## config.mk

```make
export PLATFORM = sky130hd
export DESIGN_NAME = m2s_dma
export DESIGN_NICKNAME = d
export VERILOG_FILES = /design/src/rtl/m2s_dma_pkg.sv /design/src/rtl/m2s_dma_regs.sv /design/src/rtl/m2s_dma_seq.sv /design/src/rtl/m2s_dma.sv
export SDC_FILE = /design/constraint.sdc
export NUM_CORES = 1
export LEC_CHECK = 0
export BUFFER_PORTS_ARGS = -buffer_cell sky130_fd_sc_hd__buf_2
export CAP_MARGIN = 20
export CELL_PAD_IN_SITES_DETAIL_PLACEMENT = 1
export CELL_PAD_IN_SITES_GLOBAL_PLACEMENT = 2
export CORE_UTILIZATION = 33
export CTS_CLUSTER_SIZE = 24
export DETAILED_ROUTE_END_ITERATION = 8
export PLACE_DENSITY_LB_ADDON = 0.1
export SETUP_SLACK_MARGIN = 0.1
export SYNTH_ARGS = -nofsm -noshare
export SYNTH_HDL_FRONTEND = slang
export SYNTH_SLANG_ARGS = --single-unit
```

## constraint.sdc

```tcl
create_clock -name clk -period 8.6 [get_ports clk]
set_input_delay 0.43 -clock clk [delete_from_list [all_inputs] [get_ports clk]]
set_output_delay 0.43 -clock clk [all_outputs]
set_load 0.02 [all_outputs]
```

## src/rtl/m2s_dma_pkg.sv

```systemverilog
package m2s_dma_pkg;
  localparam int WORD_W   = 32;
  localparam int WORD_B   = WORD_W / 8;
  localparam int REG_AW   = 4;

  // register index = byte offset / 4
  localparam logic [1:0] RIDX_CTRL = 2'd0;
  localparam logic [1:0] RIDX_STAT = 2'd1;
  localparam logic [1:0] RIDX_OFFS = 2'd2;
  localparam logic [1:0] RIDX_LEN  = 2'd3;

  localparam int BIT_START = 0;
  localparam int BIT_BUSY  = 0;
  localparam int BIT_DONE  = 1;
  localparam int BIT_ERR   = 2;

  typedef enum logic [1:0] {
    SQ_IDLE = 2'd0,
    SQ_REQ  = 2'd1,
    SQ_WAIT = 2'd2,
    SQ_SEND = 2'd3
  } seq_state_t;
endpackage

```

## src/rtl/m2s_dma_regs.sv

```systemverilog
module m2s_dma_regs
  import m2s_dma_pkg::*;
#(
  parameter int AW = 16,
  parameter int LW = 16
) (
  input  logic              clk,
  input  logic              rst_n,
  input  logic              cfg_sel,
  input  logic              cfg_wr,
  input  logic [REG_AW-1:0] cfg_addr,
  input  logic [WORD_W-1:0] cfg_wdata,
  output logic [WORD_W-1:0] cfg_rdata,
  input  logic              busy_i,
  input  logic              finish_i,
  output logic              start_o,
  output logic [AW-1:0]     offs_o,
  output logic [LW-1:0]     len_o,
  output logic              done_o
);
  logic [AW-1:0] offs_q, offs_d;
  logic [LW-1:0] len_q, len_d;
  logic          done_q, done_d;
  logic          err_q, err_d;
  logic          wr_en, start_req, len_ok, stat_wr;
  logic [1:0]    ridx;

  assign ridx      = cfg_addr[REG_AW-1:2];
  assign wr_en     = cfg_sel && cfg_wr;
  assign start_req = wr_en && (ridx == RIDX_CTRL) && cfg_wdata[BIT_START];
  assign len_ok    = (len_q[1:0] == 2'b00) && (len_q != '0);
  assign start_o   = start_req && !busy_i && len_ok;
  assign stat_wr   = wr_en && (ridx == RIDX_STAT);

  always_comb begin
    offs_d = offs_q;
    len_d  = len_q;
    done_d = done_q;
    err_d  = err_q;
    if (wr_en && (ridx == RIDX_OFFS)) offs_d = cfg_wdata[AW-1:0];
    if (wr_en && (ridx == RIDX_LEN))  len_d  = cfg_wdata[LW-1:0];
    if (stat_wr && cfg_wdata[BIT_DONE]) done_d = 1'b0;
    if (start_o)                        done_d = 1'b0;
    if (finish_i)                       done_d = 1'b1;
    if (stat_wr && cfg_wdata[BIT_ERR])  err_d  = 1'b0;
    if (start_req && !start_o)          err_d  = 1'b1;
  end

  always_ff @(posedge clk or negedge rst_n) begin
    if (!rst_n) begin
      offs_q <= '0;
      len_q  <= '0;
      done_q <= 1'b0;
      err_q  <= 1'b0;
    end else begin
      offs_q <= offs_d;
      len_q  <= len_d;
      done_q <= done_d;
      err_q  <= err_d;
    end
  end

  always_comb begin
    cfg_rdata = '0;
    unique case (ridx)
      RIDX_STAT: begin
        cfg_rdata[BIT_BUSY] = busy_i;
        cfg_rdata[BIT_DONE] = done_q;
        cfg_rdata[BIT_ERR]  = err_q;
      end
      RIDX_OFFS: cfg_rdata[AW-1:0] = offs_q;
      RIDX_LEN:  cfg_rdata[LW-1:0] = len_q;
      default:   cfg_rdata = '0;
    endcase
  end

  assign offs_o = offs_q;
  assign len_o  = len_q;
  assign done_o = done_q;

  // accepted start makes the sequencer busy next cycle
  assert_start_busy_R2: assert property (@(posedge clk) disable iff (!rst_n)
    start_o |=> busy_i);
  // completion drops busy and sets done together
  assert_finish_done_R8: assert property (@(posedge clk) disable iff (!rst_n)
    finish_i |=> (done_q && !busy_i));
  // a start while running raises error and does not restart
  assert_busy_refuse_R6: assert property (@(posedge clk) disable iff (!rst_n)
    (start_req && busy_i) |=> err_q);
endmodule

```

## src/rtl/m2s_dma_seq.sv

```systemverilog
module m2s_dma_seq
  import m2s_dma_pkg::*;
#(
  parameter int          AW       = 16,
  parameter int          LW       = 16,
  parameter logic [15:0] MEM_BASE = 16'h1000
) (
  input  logic              clk,
  input  logic              rst_n,
  input  logic              start_i,
  input  logic [AW-1:0]     offs_i,
  input  logic [LW-1:0]     len_i,
  output logic              mem_req_valid,
  input  logic              mem_req_ready,
  output logic [AW-1:0]     mem_req_addr,
  input  logic              mem_rsp_valid,
  input  logic [WORD_W-1:0] mem_rsp_data,
  output logic              st_valid,
  input  logic              st_ready,
  output logic [WORD_W-1:0] st_data,
  output logic              st_last,
  output logic              busy_o,
  output logic              finish_o
);
  localparam int CW = LW - 1;
  localparam logic [AW-1:0] BASE_A = AW'(MEM_BASE);

  seq_state_t        st_q, st_d;
  logic [AW-1:0]     addr_q, addr_d;
  logic [CW-1:0]     left_q, left_d;
  logic [WORD_W-1:0] data_q, data_d;
  logic              last_word;

  assign last_word = (left_q == CW'(1));

  always_comb begin
    st_d     = st_q;
    addr_d   = addr_q;
    left_d   = left_q;
    data_d   = data_q;
    finish_o = 1'b0;
    unique case (st_q)
      SQ_IDLE: if (start_i) begin
        addr_d = BASE_A + offs_i;
        left_d = len_i[LW-1:2];
        st_d   = SQ_REQ;
      end
      SQ_REQ:  if (mem_req_ready) st_d = SQ_WAIT;
      SQ_WAIT: if (mem_rsp_valid) begin
        data_d = mem_rsp_data;
        st_d   = SQ_SEND;
      end
      SQ_SEND: if (st_ready) begin
        if (last_word) begin
          finish_o = 1'b1;
          st_d     = SQ_IDLE;
        end else begin
          left_d = left_q - CW'(1);
          addr_d = addr_q + AW'(WORD_B);
          st_d   = SQ_REQ;
        end
      end
      default: st_d = SQ_IDLE;
    endcase
  end

  always_ff @(posedge clk or negedge rst_n) begin
    if (!rst_n) begin
      st_q   <= SQ_IDLE;
      addr_q <= '0;
      left_q <= '0;
      data_q <= '0;
    end else begin
      st_q   <= st_d;
      addr_q <= addr_d;
      left_q <= left_d;
      data_q <= data_d;
    end
  end

  assign mem_req_valid = (st_q == SQ_REQ);
  assign mem_req_addr  = addr_q;
  assign st_valid      = (st_q == SQ_SEND);
  assign st_data       = data_q;
  assign st_last       = st_valid && last_word;
  assign busy_o        = (st_q != SQ_IDLE);

  // pending request is held with a steady address
  assert_req_hold_R5: assert property (@(posedge clk) disable iff (!rst_n)
    (mem_req_valid && !mem_req_ready) |=> (mem_req_valid && $stable(mem_req_addr)));
  // stalled stream word is held
  assert_stream_hold_R4: assert property (@(posedge clk) disable iff (!rst_n)
    (st_valid && !st_ready) |=> (st_valid && $stable(st_data) && $stable(st_last)));
  // nothing follows the final word
  assert_last_ends_R3: assert property (@(posedge clk) disable iff (!rst_n)
    (st_valid && st_ready && st_last) |=> (!st_valid && !busy_o));
endmodule

```

## src/rtl/m2s_dma.sv

```systemverilog
module m2s_dma
  import m2s_dma_pkg::*;
#(
  parameter int          AW       = 16,
  parameter int          LW       = 16,
  parameter logic [15:0] MEM_BASE = 16'h1000
) (
  input  logic              clk,
  input  logic              rst_n,
  input  logic              cfg_sel,
  input  logic              cfg_wr,
  input  logic [REG_AW-1:0] cfg_addr,
  input  logic [WORD_W-1:0] cfg_wdata,
  output logic [WORD_W-1:0] cfg_rdata,
  output logic              mem_req_valid,
  input  logic              mem_req_ready,
  output logic [AW-1:0]     mem_req_addr,
  input  logic              mem_rsp_valid,
  input  logic [WORD_W-1:0] mem_rsp_data,
  output logic              st_valid,
  input  logic              st_ready,
  output logic [WORD_W-1:0] st_data,
  output logic              st_last,
  output logic              busy_o,
  output logic              done_o
);
  logic          rst_s1_q, rst_s2_q;
  logic          start_w, finish_w;
  logic [AW-1:0] offs_w;
  logic [LW-1:0] len_w;

  always_ff @(posedge clk or negedge rst_n) begin
    if (!rst_n) begin
      rst_s1_q <= 1'b0;
      rst_s2_q <= 1'b0;
    end else begin
      rst_s1_q <= 1'b1;
      rst_s2_q <= rst_s1_q;
    end
  end

  m2s_dma_regs #(.AW(AW), .LW(LW)) u_regs (
    .clk       (clk),
    .rst_n     (rst_s2_q),
    .cfg_sel   (cfg_sel),
    .cfg_wr    (cfg_wr),
    .cfg_addr  (cfg_addr),
    .cfg_wdata (cfg_wdata),
    .cfg_rdata (cfg_rdata),
    .busy_i    (busy_o),
    .finish_i  (finish_w),
    .start_o   (start_w),
    .offs_o    (offs_w),
    .len_o     (len_w),
    .done_o    (done_o)
  );

  m2s_dma_seq #(.AW(AW), .LW(LW), .MEM_BASE(MEM_BASE)) u_seq (
    .clk           (clk),
    .rst_n         (rst_s2_q),
    .start_i       (start_w),
    .offs_i        (offs_w),
    .len_i         (len_w),
    .mem_req_valid (mem_req_valid),
    .mem_req_ready (mem_req_ready),
    .mem_req_addr  (mem_req_addr),
    .mem_rsp_valid (mem_rsp_valid),
    .mem_rsp_data  (mem_rsp_data),
    .st_valid      (st_valid),
    .st_ready      (st_ready),
    .st_data       (st_data),
    .st_last       (st_last),
    .busy_o        (busy_o),
    .finish_o      (finish_w)
  );
endmodule

```

==> results.toml <==
[timing]
setup_viol = 0
postLayoutSetupSlackWorst_ns = 5.79
fmax_ghz = 0.356
timing.final.crit_period_ns = 2.81
hold_ws_ns = 0.238
setup-tns-final_ns = 0
final.period_utilization = 0.327
rsz_0062_raised_after_global_routing = "false"
hold_viol_final = 0
timing.clock.skew_ns = 0.00921
timing_max_transition_violations_final = 0
worst_pin_slew_ns = 1.06
timing.max_slew.rel_slack = 0.294

[floorplan]
die_h_um = 129
core-area_um2 = 15400
io-pin-count = 160
floorplan.initialDensity = 0.342
die_area_um2 = 16500
fp-row-count = 45
die_x_um = 129

[power]
p_sw_uw = 997
clk_pwr_share = 0.182
intPower_mw = 1.25
power.static_leakage_nw = 2.83
portion_of_total_power_attributed_to_combinational_logic = 0.437
sw_frac_of_total = 0.443
power.density_nw_per_um2 = 355
p_seq_frac = 0.380
max-vdd-ir-drop_v = 0.000161

[layout]
fill_cells = 1809
mostFrequentLayoutCell = "sky130_fd_sc_hd__buf_2"
final_cell_mix = "sky130_fd_sc_hd__buf_2 (125), sky130_fd_sc_hd__dfrtp_1 (100), sky130_fd_sc_hd__mux2_2 (70), sky130_fd_sc_hd__nand3_1 (29), sky130_fd_sc_hd__o21ai_0 (20)"
nNetsFinal = 680
multiInputGateArea_um2 = 2530
drive_above_1_share = 0.376
seqCellArea_um2 = 2530
area_delta_synth_final_pct = 19.7
finalCoreUtilization = 0.410

[place]
dpl.hpwl_mm = 11.3
place_worst_setup_slack_ns = 5.55
number_of_port_buffers = 125
gp_routability_congestion = 0.779

[routing]
detail_route.wl_per_cell_um = 19.4
firstDrtPassIters = 4
drc = 0
detailedRoute.firstIterationViolations = 163
dr_wl_met2_mm = 7.33
route.met3.wl_mm = 1.17
top_layer_used = "met4"
totalWireLength_mm = 15.8
routed_via_density = 5.31
ant_nets = 0
wirelength_met1_mm = 7.02
num_vias = 4318

[cts]
cts.clk_slew.worst_paths_ns = 0.08
cts_setup_buffers = 0
cts_made_buffers = 9
numClockSinks = 101
post_cts_resized = 0
cts_tree = "built"
clock_tree.root_cell = "sky130_fd_sc_hd__clkbuf_16"
clock_insertion_delay_worst_skew_ns = 0.36
clk_path_buf_depth = 2
ctsHtreeMaxLevel = 3

[synthesis]
synthArstFlopShare = 1.00
yosys_warnings = 0
syn_area_um2 = 5280
ys_ff_latch = 101
dominantRegCellSynth = "sky130_fd_sc_hd__dfrtp_1"
synth-edff-count = 0
synth_seq_area_share = 0.478
synthesis.area_per_instance_um2 = 10.9
postSynthCellCount = 483
yosysUniqueCellTypes = 59

[worst_setup_path]
path_cells = "inv_1 > ha_1 > or4b_1 > nor4_4 > and2_1 > buf_2"
startpoint_type = "flop"
setup.worst_path.end_class = "primary output"
cp_data_arrival_time_ns = 2.38
path_delay_family = "simple AND/OR/NAND/NOR gates"
crit_path_top_delay_cell = "sky130_fd_sc_hd__nor4_4"
crit_type = "reg -> out"
path_max_fanout = 6
cp.required_ns = 8.17
cp_num_buf_inv = 2
critical_path.max_stage_delay_ns = 0.52

[grt]
grt_max_degree = 74
grt_pass1_wl_mm = 24.8
grt-ovfl-total = 0
grt_pass1_vias = 4512
initial_antenna_violation_count = 2
global_route.usage.total = 0.199

[worst_hold_path]
hp-class = "reg -> async"

[flow_run]
drv.max_cap_violation_count = 0

[outcome]
run_status = "complete, no violations"
==> per-layer routing <==
metal,vias to the layer above,GRT usage
met5,-,0
met3,15,0.0686
met2,132,0.315
li1,1991,-
met1,2180,0.255
met4,0,0.0623
==> worst paths after layout <==
path | from | to | slack, ns | cells past startpoint
worst max-delay path | u_seq.left_q[1]$_DFFE_PN0P_ | st_last | 5.79 | 6
worst min-delay path | rst_s2_q$_DFF_PN0_ | u_seq.st_data[26]$_DFFE_PN0P_ | 0.24 | 0
worst max register to register | u_seq.st_q[0]$_DFFE_PN0P_ | u_seq.mem_req_addr[15]$_DFFE_PN0P_ | 5.91 | 6
worst min register to register | rst_s2_q$_DFF_PN0_ | u_seq.st_data[26]$_DFFE_PN0P_ | 0.24 | 0
max in group asynchronous | rst_s2_q$_DFF_PN0_ | u_seq.left_q[6]$_DFFE_PN0P_ | 7.04 | 1
min in group clk | mem_rsp_data[23] | u_seq.st_data[23]$_DFFE_PN0P_ | 0.29 | 2
==> state kept, by name, indices dropped and copies added (netlist names) <==
signal,cells
u_regs.offs_o,16
rst_s2_q,1
u_regs.done_o,1
u_regs.err_q,1
u_seq.left_q,15
rst_s1_q,1
u_seq.mem_req_addr,16
u_regs.len_o,16
u_seq.st_q,2
u_seq.st_data,32
==> area by class of cell <==
type | count | share of cell area
repair buffers | 130 | 0.105
well taps | 211 | 0.0417
clock buffers | 10 | 0.0378
multi-input cells | 342 | 0.400
diodes | 1 | 0.000395
flip-flops and latches | 101 | 0.400
inverters | 12 | 0.00712
clock inverters | 6 | 0.00811
==> power by group through the flow <==
stage | clock, mW | combinational, mW | sequential [mW]
CTS | 0.424 | 0.999 | 0.853
global placement | 0 | 0.976 | 0.850
detailed placement | 0 | 0.998 | 0.859
finish | 0.410 | 0.983 | 0.855
global route | 0.439 | 1.08 | 0.883
floorplan | 0 | 0.583 | 0.940
==> stage by stage <==
step | cell area, um^2 | cells | power [mW]
6_report | 6330 | 813 | 2.25
5_1_grt | 6320 | 812 | 2.40
4_1_cts | 6320 | 812 | 2.28
3_5_place_dp | 6020 | 795 | 1.86
3_3_place_gp | 6020 | 795 | 1.83
2_1_floorplan | 5340 | 498 | 1.52
==> kinds of logic (layout without fill, tap and decap cells) <==
kind of cell | Yosys count | after routing | synth area share
buffers and inverters | 55 | 158 | 0.0538
DFF | 101 | 101 | 0.478
AOI/OAI and AO/OA | 93 | 93 | 0.122
xor gates and xnor gates | 2 | 2 | 0.00332
muxes | 84 | 84 | 0.176
other | 2 | 18 | 0.00142
adders and majority gates | 9 | 9 | 0.0213
and+or+nand+nor | 137 | 137 | 0.144
==> cells in the mapped netlist (2+ instances only) <==
master                        n  share of area
sky130_fd_sc_hd__a21o_1       3         0.0043
sky130_fd_sc_hd__a21oi_1     15          0.014
sky130_fd_sc_hd__a221o_1      2         0.0038
sky130_fd_sc_hd__a22o_1       4         0.0066
sky130_fd_sc_hd__a31oi_1     10          0.012
sky130_fd_sc_hd__a32oi_1      4         0.0066
sky130_fd_sc_hd__and2_1       3         0.0036
sky130_fd_sc_hd__and4_1       2         0.0033
sky130_fd_sc_hd__buf_1        6         0.0043
sky130_fd_sc_hd__buf_2        2         0.0019
sky130_fd_sc_hd__buf_4       16          0.023
sky130_fd_sc_hd__buf_6        2         0.0043
sky130_fd_sc_hd__clkbuf_1    17          0.012
sky130_fd_sc_hd__conb_1       2         0.0014
sky130_fd_sc_hd__dfrtp_1    101           0.48
sky130_fd_sc_hd__ha_1         9          0.021
sky130_fd_sc_hd__inv_1       11         0.0078
sky130_fd_sc_hd__mux2_2      70           0.15
sky130_fd_sc_hd__mux2i_1     14          0.027
sky130_fd_sc_hd__nand2_1     18          0.013
sky130_fd_sc_hd__nand2b_1     4         0.0047
sky130_fd_sc_hd__nand3_1     29          0.027
sky130_fd_sc_hd__nand3b_1     3         0.0043
sky130_fd_sc_hd__nand4_1      7         0.0083
sky130_fd_sc_hd__nor2_1      14         0.0099
sky130_fd_sc_hd__nor2b_1     16          0.019
sky130_fd_sc_hd__nor3_1      19          0.018
sky130_fd_sc_hd__nor4_1       6         0.0071
sky130_fd_sc_hd__o21ai_0     20          0.019
sky130_fd_sc_hd__o221ai_1     2         0.0033
sky130_fd_sc_hd__o22ai_1      5         0.0059
sky130_fd_sc_hd__o2bb2ai_1    4         0.0066
sky130_fd_sc_hd__o31ai_1      6         0.0085
sky130_fd_sc_hd__o32ai_1      6         0.0099
sky130_fd_sc_hd__o41ai_1      2         0.0033
sky130_fd_sc_hd__or3_1        3         0.0036
sky130_fd_sc_hd__or4_1        3         0.0043
sky130_fd_sc_hd__xor2_1       2         0.0033
==> what timing repair did <==
action,in CTS,in global routing
endpoints found under the hold margin,2,0
hold buffers,1,0
endpoints found under the setup margin,0,0
(Power assumes the default switching activity.)
